===== src/rtl/phy_ctrl_pkg.sv =====
package phy_ctrl_pkg;
  localparam int unsigned REG_W = 16;
  // bit positions software decodes
  localparam int unsigned B_RST   = 15;
  localparam int unsigned B_LOOP  = 14;
  localparam int unsigned B_SPEED = 13;
  localparam int unsigned B_PWRDN = 11;
  localparam int unsigned B_ISO   = 10;
  localparam int unsigned B_COLT  = 7;

  typedef struct packed {
    logic loop;
    logic pwrdn;
    logic iso;
    logic colt;
  } ctrl_t;
endpackage


===== src/rtl/phy_ctrl_pulse.sv =====
module phy_ctrl_pulse #(
  parameter int unsigned LEN = 6
) (
  input  logic clk_i,
  input  logic rst_ni,
  input  logic start_i,
  output logic busy_o
);
  localparam int unsigned CW = $clog2(LEN + 1);

  logic [CW-1:0] cnt_q;

  always_ff @(posedge clk_i or negedge rst_ni) begin
    if (!rst_ni)                    cnt_q <= '0;
    else if (start_i && cnt_q == '0) cnt_q <= CW'(LEN);
    else if (cnt_q != '0)           cnt_q <= cnt_q - 1'b1;
  end

  assign busy_o = (cnt_q != '0);

  // width checker: index of the current busy cycle
  logic [CW-1:0] run_q;
  always_ff @(posedge clk_i or negedge rst_ni) begin
    if (!rst_ni)     run_q <= '0;
    else if (busy_o) run_q <= run_q + 1'b1;
    else             run_q <= '0;
  end


  pulse_start_chk: assert property (@(posedge clk_i) disable iff (!rst_ni)
    start_i && !busy_o |=> busy_o);

  pulse_len_chk: assert property (@(posedge clk_i) disable iff (!rst_ni)
    busy_o |-> run_q < CW'(LEN));

  pulse_end_chk: assert property (@(posedge clk_i) disable iff (!rst_ni)
    $fell(busy_o) |-> $past(run_q) == CW'(LEN - 1));
endmodule


===== src/rtl/phy_ctrl_fields.sv =====
module phy_ctrl_fields
  import phy_ctrl_pkg::*;
(
  input  logic  clk_i,
  input  logic  rst_ni,
  input  logic  wr_i,
  input  logic  clr_i,
  input  ctrl_t wval_i,
  output ctrl_t ctrl_o
);
  ctrl_t ctrl_q;

  always_ff @(posedge clk_i or negedge rst_ni) begin
    if (!rst_ni)   ctrl_q <= '0;
    else if (clr_i) ctrl_q <= '0;
    else if (wr_i)  ctrl_q <= wval_i;
  end

  assign ctrl_o = ctrl_q;


  fields_clear_chk: assert property (@(posedge clk_i) disable iff (!rst_ni)
    clr_i |=> ctrl_o == '0);

  fields_hold_chk: assert property (@(posedge clk_i) disable iff (!rst_ni)
    !clr_i && !wr_i |=> $stable(ctrl_o));
endmodule


===== src/rtl/phy_ctrl_col.sv =====
module phy_ctrl_col (
  input  logic clk_i,
  input  logic rst_ni,
  input  logic en_i,
  input  logic txen_i,
  output logic col_o
);
  logic col_q;

  always_ff @(posedge clk_i or negedge rst_ni) begin
    if (!rst_ni) col_q <= 1'b0;
    else         col_q <= en_i & txen_i;
  end

  assign col_o = col_q & en_i;


  col_echo_chk: assert property (@(posedge clk_i) disable iff (!rst_ni)
    en_i && $past(en_i) |-> col_o == $past(txen_i));

  col_idle_chk: assert property (@(posedge clk_i) disable iff (!rst_ni)
    !$past(en_i) |-> !col_o);
endmodule


===== src/rtl/phy_ctrl_reg.sv =====
module phy_ctrl_reg
  import phy_ctrl_pkg::*;
#(
  parameter int unsigned ADDR_W        = 5,
  parameter int unsigned REG_ADDR      = 0,
  parameter int unsigned RST_PULSE_CYC = 6
) (
  input  logic              clk_i,
  input  logic              rst_ni,
  input  logic [ADDR_W-1:0] addr_i,
  input  logic              we_i,
  input  logic [REG_W-1:0]  wdata_i,
  output logic [REG_W-1:0]  rdata_o,
  input  logic              txen_i,
  output logic              col_o,
  output logic              int_rst_o,
  output logic              loopback_o,
  output logic              pwrdn_o,
  output logic              isolate_o
);
  localparam logic [ADDR_W-1:0] SEL = ADDR_W'(REG_ADDR);

  logic  hit, wr_hit, busy, start;
  ctrl_t wval, ctrl;

  assign hit    = (addr_i == SEL);
  assign wr_hit = we_i & hit & ~busy;
  assign start  = wr_hit & wdata_i[B_RST];

  assign wval.loop  = wdata_i[B_LOOP];
  assign wval.pwrdn = wdata_i[B_PWRDN];
  assign wval.iso   = wdata_i[B_ISO];
  assign wval.colt  = wdata_i[B_COLT];

  phy_ctrl_pulse #(.LEN(RST_PULSE_CYC)) i_pulse (
    .clk_i, .rst_ni, .start_i(start), .busy_o(busy)
  );

  phy_ctrl_fields i_fields (
    .clk_i, .rst_ni, .wr_i(wr_hit), .clr_i(start | busy),
    .wval_i(wval), .ctrl_o(ctrl)
  );

  phy_ctrl_col i_col (
    .clk_i, .rst_ni, .en_i(ctrl.colt & ~ctrl.pwrdn),
    .txen_i, .col_o
  );

  always_comb begin
    rdata_o = '0;
    if (hit) begin
      rdata_o[B_RST]   = busy;
      rdata_o[B_LOOP]  = ctrl.loop;
      rdata_o[B_SPEED] = 1'b1;
      rdata_o[B_PWRDN] = ctrl.pwrdn;
      rdata_o[B_ISO]   = ctrl.iso;
      rdata_o[B_COLT]  = ctrl.colt;
    end
  end

  assign int_rst_o  = busy;
  assign loopback_o = ctrl.loop;
  assign pwrdn_o    = ctrl.pwrdn;
  assign isolate_o  = ctrl.iso;


  ctrl_hold_chk: assert property (@(posedge clk_i) disable iff (!rst_ni)
    int_rst_o |-> !(loopback_o | pwrdn_o | isolate_o));

  speed_one_chk: assert property (@(posedge clk_i) disable iff (!rst_ni)
    hit |-> rdata_o[B_SPEED]);

  fixed_zero_chk: assert property (@(posedge clk_i) disable iff (!rst_ni)
    rdata_o[6:0] == '0 && !rdata_o[12] && !rdata_o[9] && !rdata_o[8]);

  miss_zero_chk: assert property (@(posedge clk_i) disable iff (!rst_ni)
    !hit |-> rdata_o == '0);

  busy_write_chk: assert property (@(posedge clk_i) disable iff (!rst_ni)
    int_rst_o && we_i |=> $stable(loopback_o) && $stable(pwrdn_o) && $stable(isolate_o));
endmodule


===== config.mk =====
export PLATFORM = sky130hd
export DESIGN_NAME = phy_ctrl_reg
export DESIGN_NICKNAME = d
export VERILOG_FILES = /design/src/rtl/phy_ctrl_pkg.sv /design/src/rtl/phy_ctrl_pulse.sv /design/src/rtl/phy_ctrl_fields.sv /design/src/rtl/phy_ctrl_col.sv /design/src/rtl/phy_ctrl_reg.sv
export SDC_FILE = /design/constraint.sdc
export NUM_CORES = 1
export LEC_CHECK = 0
export ABC_AREA = 1
export CAP_MARGIN = 10
export CORE_AREA = 4 4 41 43
export CTS_BUF_LIST = sky130_fd_sc_hd__clkbuf_4 sky130_fd_sc_hd__clkbuf_8
export DETAILED_ROUTE_END_ITERATION = 10
export DIE_AREA = 0 0 45 47
export DONT_BUFFER_PORTS = 1
export PLACE_DENSITY = 0.58
export RECOVER_POWER = 100
export SLEW_MARGIN = 25
export SYNTH_ARGS = -nofsm -noshare
export SYNTH_HDL_FRONTEND = slang
export SYNTH_SLANG_ARGS = --single-unit

===== constraint.sdc =====
create_clock -name clk_i -period 2.1 [get_ports clk_i]
set_input_delay 0.42 -clock clk_i [delete_from_list [all_inputs] [get_ports clk_i]]
set_output_delay 0.42 -clock clk_i [all_outputs]
set_load 0.01 [all_outputs]

==> impl_metrics.tcl, run 1 <==
set metrics [dict create \
    status "complete, no violations" \
    cp_cell_sequence "inv_1, ha_1, inv_1, nor2_8, nor2_1" \
    pin_count 46 \
    start_kind "flop" \
    tns_ps 0 \
    hp-class "input port to flop" \
    worstPathMaxFanout 10 \
    overflow 0 \
    setup_viol 0 \
    antenna_found_initial 0 \
    slew_violations 0 \
    synthesis.area_um2 577 \
    fin_crit_ps 1710 \
    setup_slack_ps 386 \
    routed-via-count 409 \
    cts_made_buffers 3 \
    ant_nets 0 \
    synth_area_leaders "dfrtp_1 (35%), buf_4 (14%), nand2_1 (7.8%)" \
    yosysSeqAreaShare_pct 34.7 \
    p_leak_nw 0.306 \
    final_common_cell "nand2_1" \
    placed_area_um2 547 \
    die_width_um 45 \
    cap_violations 0 \
    slowest_stage "dfrtp_1" \
    rows 13 \
    post-route-period-util_pct 81.6 \
    whs_ps 314 \
    synthCells 72 \
    crit_required_ps 1680 \
    drcViolationCount 0 \
    h-tree-depth 1 \
    grt_pass1_vias 351 \
    fmax_ghz 0.584 \
    hold_violations 0 \
    crit_type "flop to output port" \
    yosys.area.top_type "dfrtp_1" \
    port_buffers 0 \
    place.gp.congestion 0.720 \
    layout.nets 103 \
    yosysWarnings 0 \
    cts_tree "yes" \
    drtPass1Iterations 4 \
    core_um2 1300 \
    dp_hpwl_um 862 \
    path_clk_slew_ps 50 \
    max-vdd-ir-drop_uv 505 \
    clock_sinks 8 \
    start_util_pct 44.3 \
    ys_ff_latch 8 \
    grt_max_degree 11 \
    synth_top_area_share_pct 34.7 \
    power_mw 0.555 \
    design_area_um2 562 \
    power-per-cell-area_nw_per_um2 987 \
    grt_pass1_wl_mm 1.47 \
    drt_iter0_drc 5 \
    dieHeight_um 47 \
    clockBufferDepth 2 \
    wl_per_cell_um 11.3 \
    clock_latency_ps 250 \
    max_stage_delay_ps 340 \
    path_common_cell "inv_1" \
    rsz0062_at_grt "no" \
    drive_gt1_share_pct 9.46 \
    via_per_inst 4.60 \
    worst_ep_arrival_time_ps 1290 \
    routed_wl_mm 1.01 \
    crit_buf_inv 2 \
    end_kind "output port" \
    dieArea_um2 2120 \
    n_fill_cell 139 \
    synthToLayoutAreaGrowth_pct -2.60 \
    mostFrequentLayoutCells "nand2_1 (13), inv_1 (12), nor2_1 (10), conb_1 (10), dfrtp_1 (8)" \
    syn_avg_cell_area_um2 8.01 \
    dp_slack_ps 670 \
    antennaDiodeCount 0 \
    root_buffer "clkbuf_4" \
    grt_usage_pct 10.0 \
    skew_ps 4.26 \
    synth_cell_types 20 \
    cp_top_family "flip-flops" \
]
## power breakdown
part           leakage, nW  total [mW]  internal [mW]  switching [mW]
Combinational        0.187       0.224         0.0817           0.142
Clock               0.0138       0.116         0.0653          0.0511
Sequential           0.106       0.214          0.186          0.0278
Total                0.306       0.555          0.333           0.221
## routing by layer
metal  share of wire [%]  routed length, um  vias to the layer above  global-route usage, %
met5                   0                  0                        -                      0
met1                  37                376                      185                   9.93
met3                  11                113                        0                   7.66
li1                    -                  -                      207                      -
met2                  51                516                       17                   16.9
met4                   0                  0                        0                   1.75
## sequential cells by signal (all words and copies together) (netlist names)
| register | cells |
|---|---|
| i_col.col_q | 1 |
| i_pulse.cnt_q | 3 |
| i_fields.ctrl_o | 4 |
## logic make-up (layout without fill, tap and decap cells)
kind of cell	Yosys count	count (layout)	share of synthesized area, %
xor gates and xnor gates	1	1	1.52
AOI/OAI and AO/OA	2	2	2.17
buffers and inverters	23	16	22.1
DFF	8	8	34.7
other	1	10	0.650
adders and majority gates	2	2	4.34
and+or+nand+nor	35	35	34.5
## final timing paths
path,from,to,slack (ps),cells past startpoint
setup / recovery,i_pulse.cnt_q[0]$_DFFE_PN0P_,rdata_o[15],390,5
hold / removal,wdata_i[7],i_fields.ctrl_o[0]$_DFFE_PN0P_,310,2
setup reg to reg,i_pulse.cnt_q[0]$_DFFE_PN0P_,i_fields.ctrl_o[2]$_DFFE_PN0P_,530,9
hold reg to reg,i_pulse.cnt_q[0]$_DFFE_PN0P_,i_pulse.cnt_q[0]$_DFFE_PN0P_,500,2
max in group asynchronous,rst_ni,i_col.col_q$_DFF_PN0_,1320,1
min in group asynchronous,rst_ni,i_fields.ctrl_o[0]$_DFFE_PN0P_,520,1
## synth_stat cells (all sizes together)
library cell,n
and3,2
xnor2,1
conb,1
nand3,3
dfrtp,8
nor2,12
o211ai,1
nand2,14
inv,12
nand4,4
o21ai,1
ha,2
buf,11
## metrics by stage
| step | utilization (%) | cells |
|---|---|---|
| after floorplan | - | 81 |
| after global placement | 42.0 | 85 |
| after detailed placement | 42.0 | 85 |
| after CTS | 44.5 | 89 |
| after global routing | 43.2 | 89 |
| final | 43.2 | 89 |
## worst register-to-register path: cells and delay by family (launching register included)
family | cells | cell delay [ps]
flip-flops | 1 | 370
adder cells (fa/ha/maj) | 1 | 170
AND/OR/NAND/NOR | 6 | 730
buffers and inverters | 2 | 190
## cell type report
class,instances,area [um2],share of cell area [%]
clock buffer,3,22.5,4.01
inverter,12,45.0,8.02
multi-input combinational,50,265,47.2
sequential,8,200,35.6
tap,15,18.8,3.34
timing repair buffer,1,10.0,1.78
## what timing repair did
action,4_1_cts,5_1_grt
setup buffers,0,0
endpoints found under the hold margin,8,0
gates resized for setup,0,0
hold buffers,1,0
Note: power is estimated with default switching activity, not from simulation.
==> run 2, diff against run 1 <==
--- a/config.mk
+++ b/config.mk
@@ -12,7 +12,7 @@
 export DETAILED_ROUTE_END_ITERATION = 10
 export DIE_AREA = 0 0 45 47
 export DONT_BUFFER_PORTS = 1
-export PLACE_DENSITY = 0.58
+export PLACE_DENSITY = 0.6
 export RECOVER_POWER = 100
 export SLEW_MARGIN = 25
 export SYNTH_ARGS = -nofsm -noshare
==> constraint.sdc (replaced) <==
create_clock -name clk_i -period 1.5 [get_ports clk_i]
set_input_delay 0.3 -clock clk_i [delete_from_list [all_inputs] [get_ports clk_i]]
set_output_delay 0.3 -clock clk_i [all_outputs]
set_load 0.01 [all_outputs]
==> run 2 against run 1 <==
Critical path type unchanged; non-clock buffer count increased by 4; critical endpoint unchanged; register-to-register slack got worse by 420 ps; power increased by 72%.
==> impl_metrics.tcl, run 2 (synthesized netlist as in run 1, its figures left out) <==
set metrics [dict create \
    crit_buf_inv 2 \
    start_kind "flop" \
    cts_made_buffers 3 \
    skew_ps 0.278 \
    grt_pass1_vias 424 \
    rows 13 \
    dp_hpwl_um 913 \
    slowest_stage "dfrtp_1" \
    power-per-cell-area_nw_per_um2 1500 \
    root_buffer "clkbuf_4" \
    holdCritStartpoint "wdata_i[7]" \
    routed-via-count 442 \
    max_stage_delay_ps 380 \
    setup_viol 0 \
    status "complete, no violations" \
    worst_ep_arrival_time_ps 1100 \
    fmax_ghz 0.713 \
    worstPathMaxFanout 3 \
    synthToLayoutAreaGrowth_pct 9.98 \
    tns_ps 0 \
    clockBufferDepth 2 \
    h-tree-depth 1 \
    dieHeight_um 47 \
    wl_per_cell_um 12.6 \
    crit_type "flop to output port" \
    layout.nets 107 \
    place.gp.congestion 0.758 \
    end_kind "output port" \
    slew_violations 0 \
    n_fill_cell 142 \
    grt_max_degree 9 \
    grt_usage_pct 12.5 \
    clock_sinks 8 \
    path_common_cell "inv_2" \
    cts_tree "yes" \
    whs_ps 202 \
    cp_cell_sequence "inv_2, ha_4, inv_2, nor2_8, nor2_4" \
    post-route-period-util_pct 93.4 \
    port_buffers 0 \
    routed_wl_mm 1.18 \
    fin_util_pct 48.8 \
    overflow 0 \
    drtPass1Iterations 2 \
    die_width_um 45 \
    p_leak_nw 0.327 \
    path_clk_slew_ps 50 \
    antenna_found_initial 0 \
    max-vdd-ir-drop_uv 893 \
    crit_required_ps 1200 \
    drive_gt1_share_pct 23.1 \
    dieArea_um2 2120 \
    drt_iter0_drc 1 \
    final_common_cell "nand2_1" \
    via_per_inst 4.75 \
    crit_start "i_pulse.cnt_q[0]$_DFFE_PN0P_" \
    clock_latency_ps 250 \
    hp-class "input port to flop" \
    core_um2 1300 \
    hold_violations 0 \
    antennaDiodeCount 0 \
    cap_violations 0 \
    pin_count 46 \
    start_util_pct 44.3 \
    ant_nets 0 \
    r2r-start "i_pulse.cnt_q[0]$_DFFE_PN0P_" \
    grt_pass1_wl_mm 1.81 \
    mostFrequentLayoutCells "nand2_1 (13), conb_1 (10), inv_1 (9)" \
    drcViolationCount 0 \
    largest_reg_flops 4 \
    fin_crit_ps 1400 \
    cp_top_family "flip-flops" \
]
==> run 2: cell count changes in the layout (fill, tap and decap cells not counted), sizes merged <==
cell  delta
buf      +4
==> run 2: repair_timing <==
action                                 4_1_cts  5_1_grt
setup endpoints to repair                    1        5
hold buffers                                 1        0
cloned                                       0        0
gates resized for setup                      4        2
endpoints found under the hold margin        8        0
setup buffers                                2        2
pin swaps                                    2        3
==> run 2: power by group <==
group | internal, mW | leakage, nW | switching (mW) | total [mW]
registers | 0.261 | 0.106 | 0.0443 | 0.306
logic | 0.230 | 0.207 | 0.254 | 0.484
clock network | 0.0915 | 0.0138 | 0.0719 | 0.163
total | 0.583 | 0.327 | 0.371 | 0.953
==> run 2: final timing paths <==
path | endpoint | slack [ps] | cells past startpoint
worst max-delay path | rdata_o[15] | 100 | 5
worst min register to register | i_pulse.cnt_q[0]$_DFFE_PN0P_ | 520 | 2
worst max register to register | i_fields.ctrl_o[1]$_DFFE_PN0P_ | 110 | 10
worst min-delay path | i_fields.ctrl_o[0]$_DFFE_PN0P_ | 200 | 2
max in group asynchronous | i_pulse.cnt_q[2]$_DFFE_PN0P_ | 840 | 1
min in group asynchronous | i_fields.ctrl_o[3]$_DFFE_PN0P_ | 390 | 1
==> run 2: worst reg2reg max path: stages, from the launching register on <==
cell,delay [ps]
dfrtp_1,380
inv_2,100
ha_4,140
inv_2,50
nor2_8,120
buf_12,120
nand2_4,40
nor2_4,120
nor2_2,80
nand2_1,70
nand2_1,60
==> run 2: routing by layer <==
metal  vias up  wire length [um]  part of all wire, %  GRT usage, %
met4         0                14                  1.2          5.26
met2        21               573                   49          20.9
met3         5               148                   13          9.20
li1        217                 -                    -             -
met5         -                 0                    0             0
met1       199               440                   37          11.7
==> run 2: per-stage QoR <==
stage | area [um2] | total power [mW] | instances | setup slack, ps
final | 634 | 0.953 | 93 | 98.4
after CTS | 617 | 0.918 | 91 | 21.1
after global placement | 547 | 0.636 | 85 | 105
after floorplan | 611 | 0.612 | 81 | 198
after global routing | 634 | 1.05 | 93 | -3.13
after detailed placement | 547 | 0.642 | 85 | 73.5
==> run 2: cell type report <==
cell class	count	area (um2)	share of cell area, %
multi-input combinational	50	295	46.5
sequential	8	200	31.6
timing repair buffer	5	52.6	8.28
inverter	12	45.0	7.10
clock buffer	3	22.5	3.55
tap	15	18.8	2.96
==> run 3, diff against run 2 <==
--- a/config.mk
+++ b/config.mk
@@ -6,12 +6,12 @@
 export NUM_CORES = 1
 export LEC_CHECK = 0
 export ABC_AREA = 1
-export CAP_MARGIN = 10
 export CORE_AREA = 4 4 41 43
 export CTS_BUF_LIST = sky130_fd_sc_hd__clkbuf_4 sky130_fd_sc_hd__clkbuf_8
 export DETAILED_ROUTE_END_ITERATION = 10
 export DIE_AREA = 0 0 45 47
 export DONT_BUFFER_PORTS = 1
+export GPL_ROUTABILITY_DRIVEN = 0
 export PLACE_DENSITY = 0.6
 export RECOVER_POWER = 100
 export SLEW_MARGIN = 25
==> constraint.sdc (replaced) <==
create_clock -name clk_i -period 1.5 [get_ports clk_i]
set_input_delay 0.3 -clock clk_i [delete_from_list [all_inputs] [get_ports clk_i]]
set_output_delay 0.3 -clock clk_i [all_outputs]
set_load 0.005 [all_outputs]
==> run 3 against run 2 <==
Sequential power about the same; flip-flop and latch count is the same; clock skew rose by 3.6 ps; global-route usage shrank 0.67 points; first-iteration DRC count rose to 10 times the previous value; highest routed layer unchanged.
==> impl_metrics.tcl, run 3 (synthesized netlist as in run 1, its figures left out) <==
set metrics [dict create \
    status "complete, no violations" \
    cts_made_buffers 3 \
    die_width_um 45 \
    drt_iter0_drc 10 \
    routed-via-count 429 \
    largest_reg_flops 4 \
    antenna_found_initial 0 \
    dieArea_um2 2120 \
    power_mw 0.907 \
    hp-class "input port to flop" \
    ant_nets 0 \
    fmax_ghz 0.714 \
    final_common_cell "nand2_1" \
    global_route.peak_usage_layer "met2" \
    drcViolationCount 0 \
    use_met3_pct 7.66 \
    path_clk_slew_ps 50 \
    drtPass1Iterations 3 \
    cts_tree "yes" \
    grt_max_degree 9 \
    stdcell_count 92 \
    start_kind "flop" \
    synthToLayoutAreaGrowth_pct 6.51 \
    placed_area_um2 554 \
    power-per-cell-area_nw_per_um2 1480 \
    drive_gt1_share_pct 20.8 \
    tns_ps 0 \
    start_util_pct 44.3 \
    rows 13 \
    crit_type "flop to output port" \
    dp_cells 86 \
    mostFrequentLayoutCells "nand2_1 (13), conb_1 (10), inv_1 (9)" \
    hold_violations 0 \
    design_area_um2 614 \
    whs_ps 201 \
    cap_violations 0 \
    grt_pass1_vias 403 \
    worst_ep_arrival_time_ps 1100 \
    via_per_inst 4.66 \
    h-tree-depth 1 \
    core_um2 1300 \
    routed_wl_mm 1.11 \
    wl_per_cell_um 12.1 \
    post-route-period-util_pct 93.4 \
    p_leak_nw 0.315 \
    setup_viol 0 \
    crit_required_ps 1200 \
    grt_use_met2_pct 21.5 \
    port_buffers 0 \
    slew_violations 0 \
    root_buffer "clkbuf_4" \
    fin_crit_ps 1400 \
    clock_sinks 8 \
    antennaDiodeCount 0 \
    dieHeight_um 47 \
    grt_usage_pct 11.8 \
    rsz0062_at_grt "no" \
    pin_count 46 \
    dp_hpwl_um 920 \
    end_kind "output port" \
    grt_pass1_wl_mm 1.73 \
    n_fill_cell 137 \
    worstPathMaxFanout 3 \
    clockBufferDepth 2 \
    clock_latency_ps 250 \
    max-vdd-ir-drop_uv 796 \
    layout.nets 106 \
    use_met1_pct 10.2 \
    skew_ps 3.91 \
    overflow 0 \
]
-- run 3: routing by layer --
layer,vias up,wire length [um]
li1,211,-
met5,-,0
met4,0,5
met3,2,129
met1,194,417
met2,22,558
-- run 3: report_power, final --
group	internal, mW	switching (mW)	leakage, nW
Combinational	0.216	0.223	0.195
Sequential	0.261	0.0467	0.106
Clock	0.0913	0.0696	0.0138
-- run 3: timing repair --
action                                  in CTS  in global routing
hold endpoints to repair                     8                  0
pin swaps                                    2                  0
endpoints found under the setup margin       1                  5
hold buffers                                 1                  0
gates cloned                                 0                  0
buffers inserted                             2                  0
resized for setup                            1                  3
-- run 3: metrics by stage --
stage | util [%] | worst slack, ps
2_1_floorplan | - | 200
3_3_place_gp | 42.6 | 125
3_5_place_dp | 42.6 | 112
4_1_cts | 47.4 | 0.0409
5_1_grt | 47.2 | 14.4
6_report | 47.2 | 98.6
-- run 3: final cells by class --
class | count | area [um2] | share of cell area, %
clock buffer | 3 | 22.5 | 3.67
timing repair buffer | 4 | 45.0 | 7.33
sequential | 8 | 200 | 32.6
tap | 15 | 18.8 | 3.05
inverter | 12 | 45.0 | 7.33
multi-input combinational | 50 | 283 | 46.0
-- run 3: critical path, cell delays in order (launching register included) --
cell and delay (ps):
dfrtp_1 380, inv_2 90, ha_4 130, inv_2 50, nor2_8 130, nor2_1 70
-- run 3: path summary, 6_finish.rpt --
path | startpoint | to | slack (ps) | cells past startpoint
setup / recovery | i_pulse.cnt_q[0]$_DFFE_PN0P_ | rdata_o[15] | 100 | 5
hold / removal | wdata_i[10] | i_fields.ctrl_o[1]$_DFFE_PN0P_ | 200 | 2
setup reg to reg | i_pulse.cnt_q[0]$_DFFE_PN0P_ | i_fields.ctrl_o[3]$_DFFE_PN0P_ | 110 | 10
hold reg to reg | i_pulse.cnt_q[0]$_DFFE_PN0P_ | i_pulse.cnt_q[0]$_DFFE_PN0P_ | 520 | 2
max in group asynchronous | rst_ni | i_fields.ctrl_o[2]$_DFFE_PN0P_ | 840 | 1
min in group asynchronous | rst_ni | i_fields.ctrl_o[0]$_DFFE_PN0P_ | 390 | 1
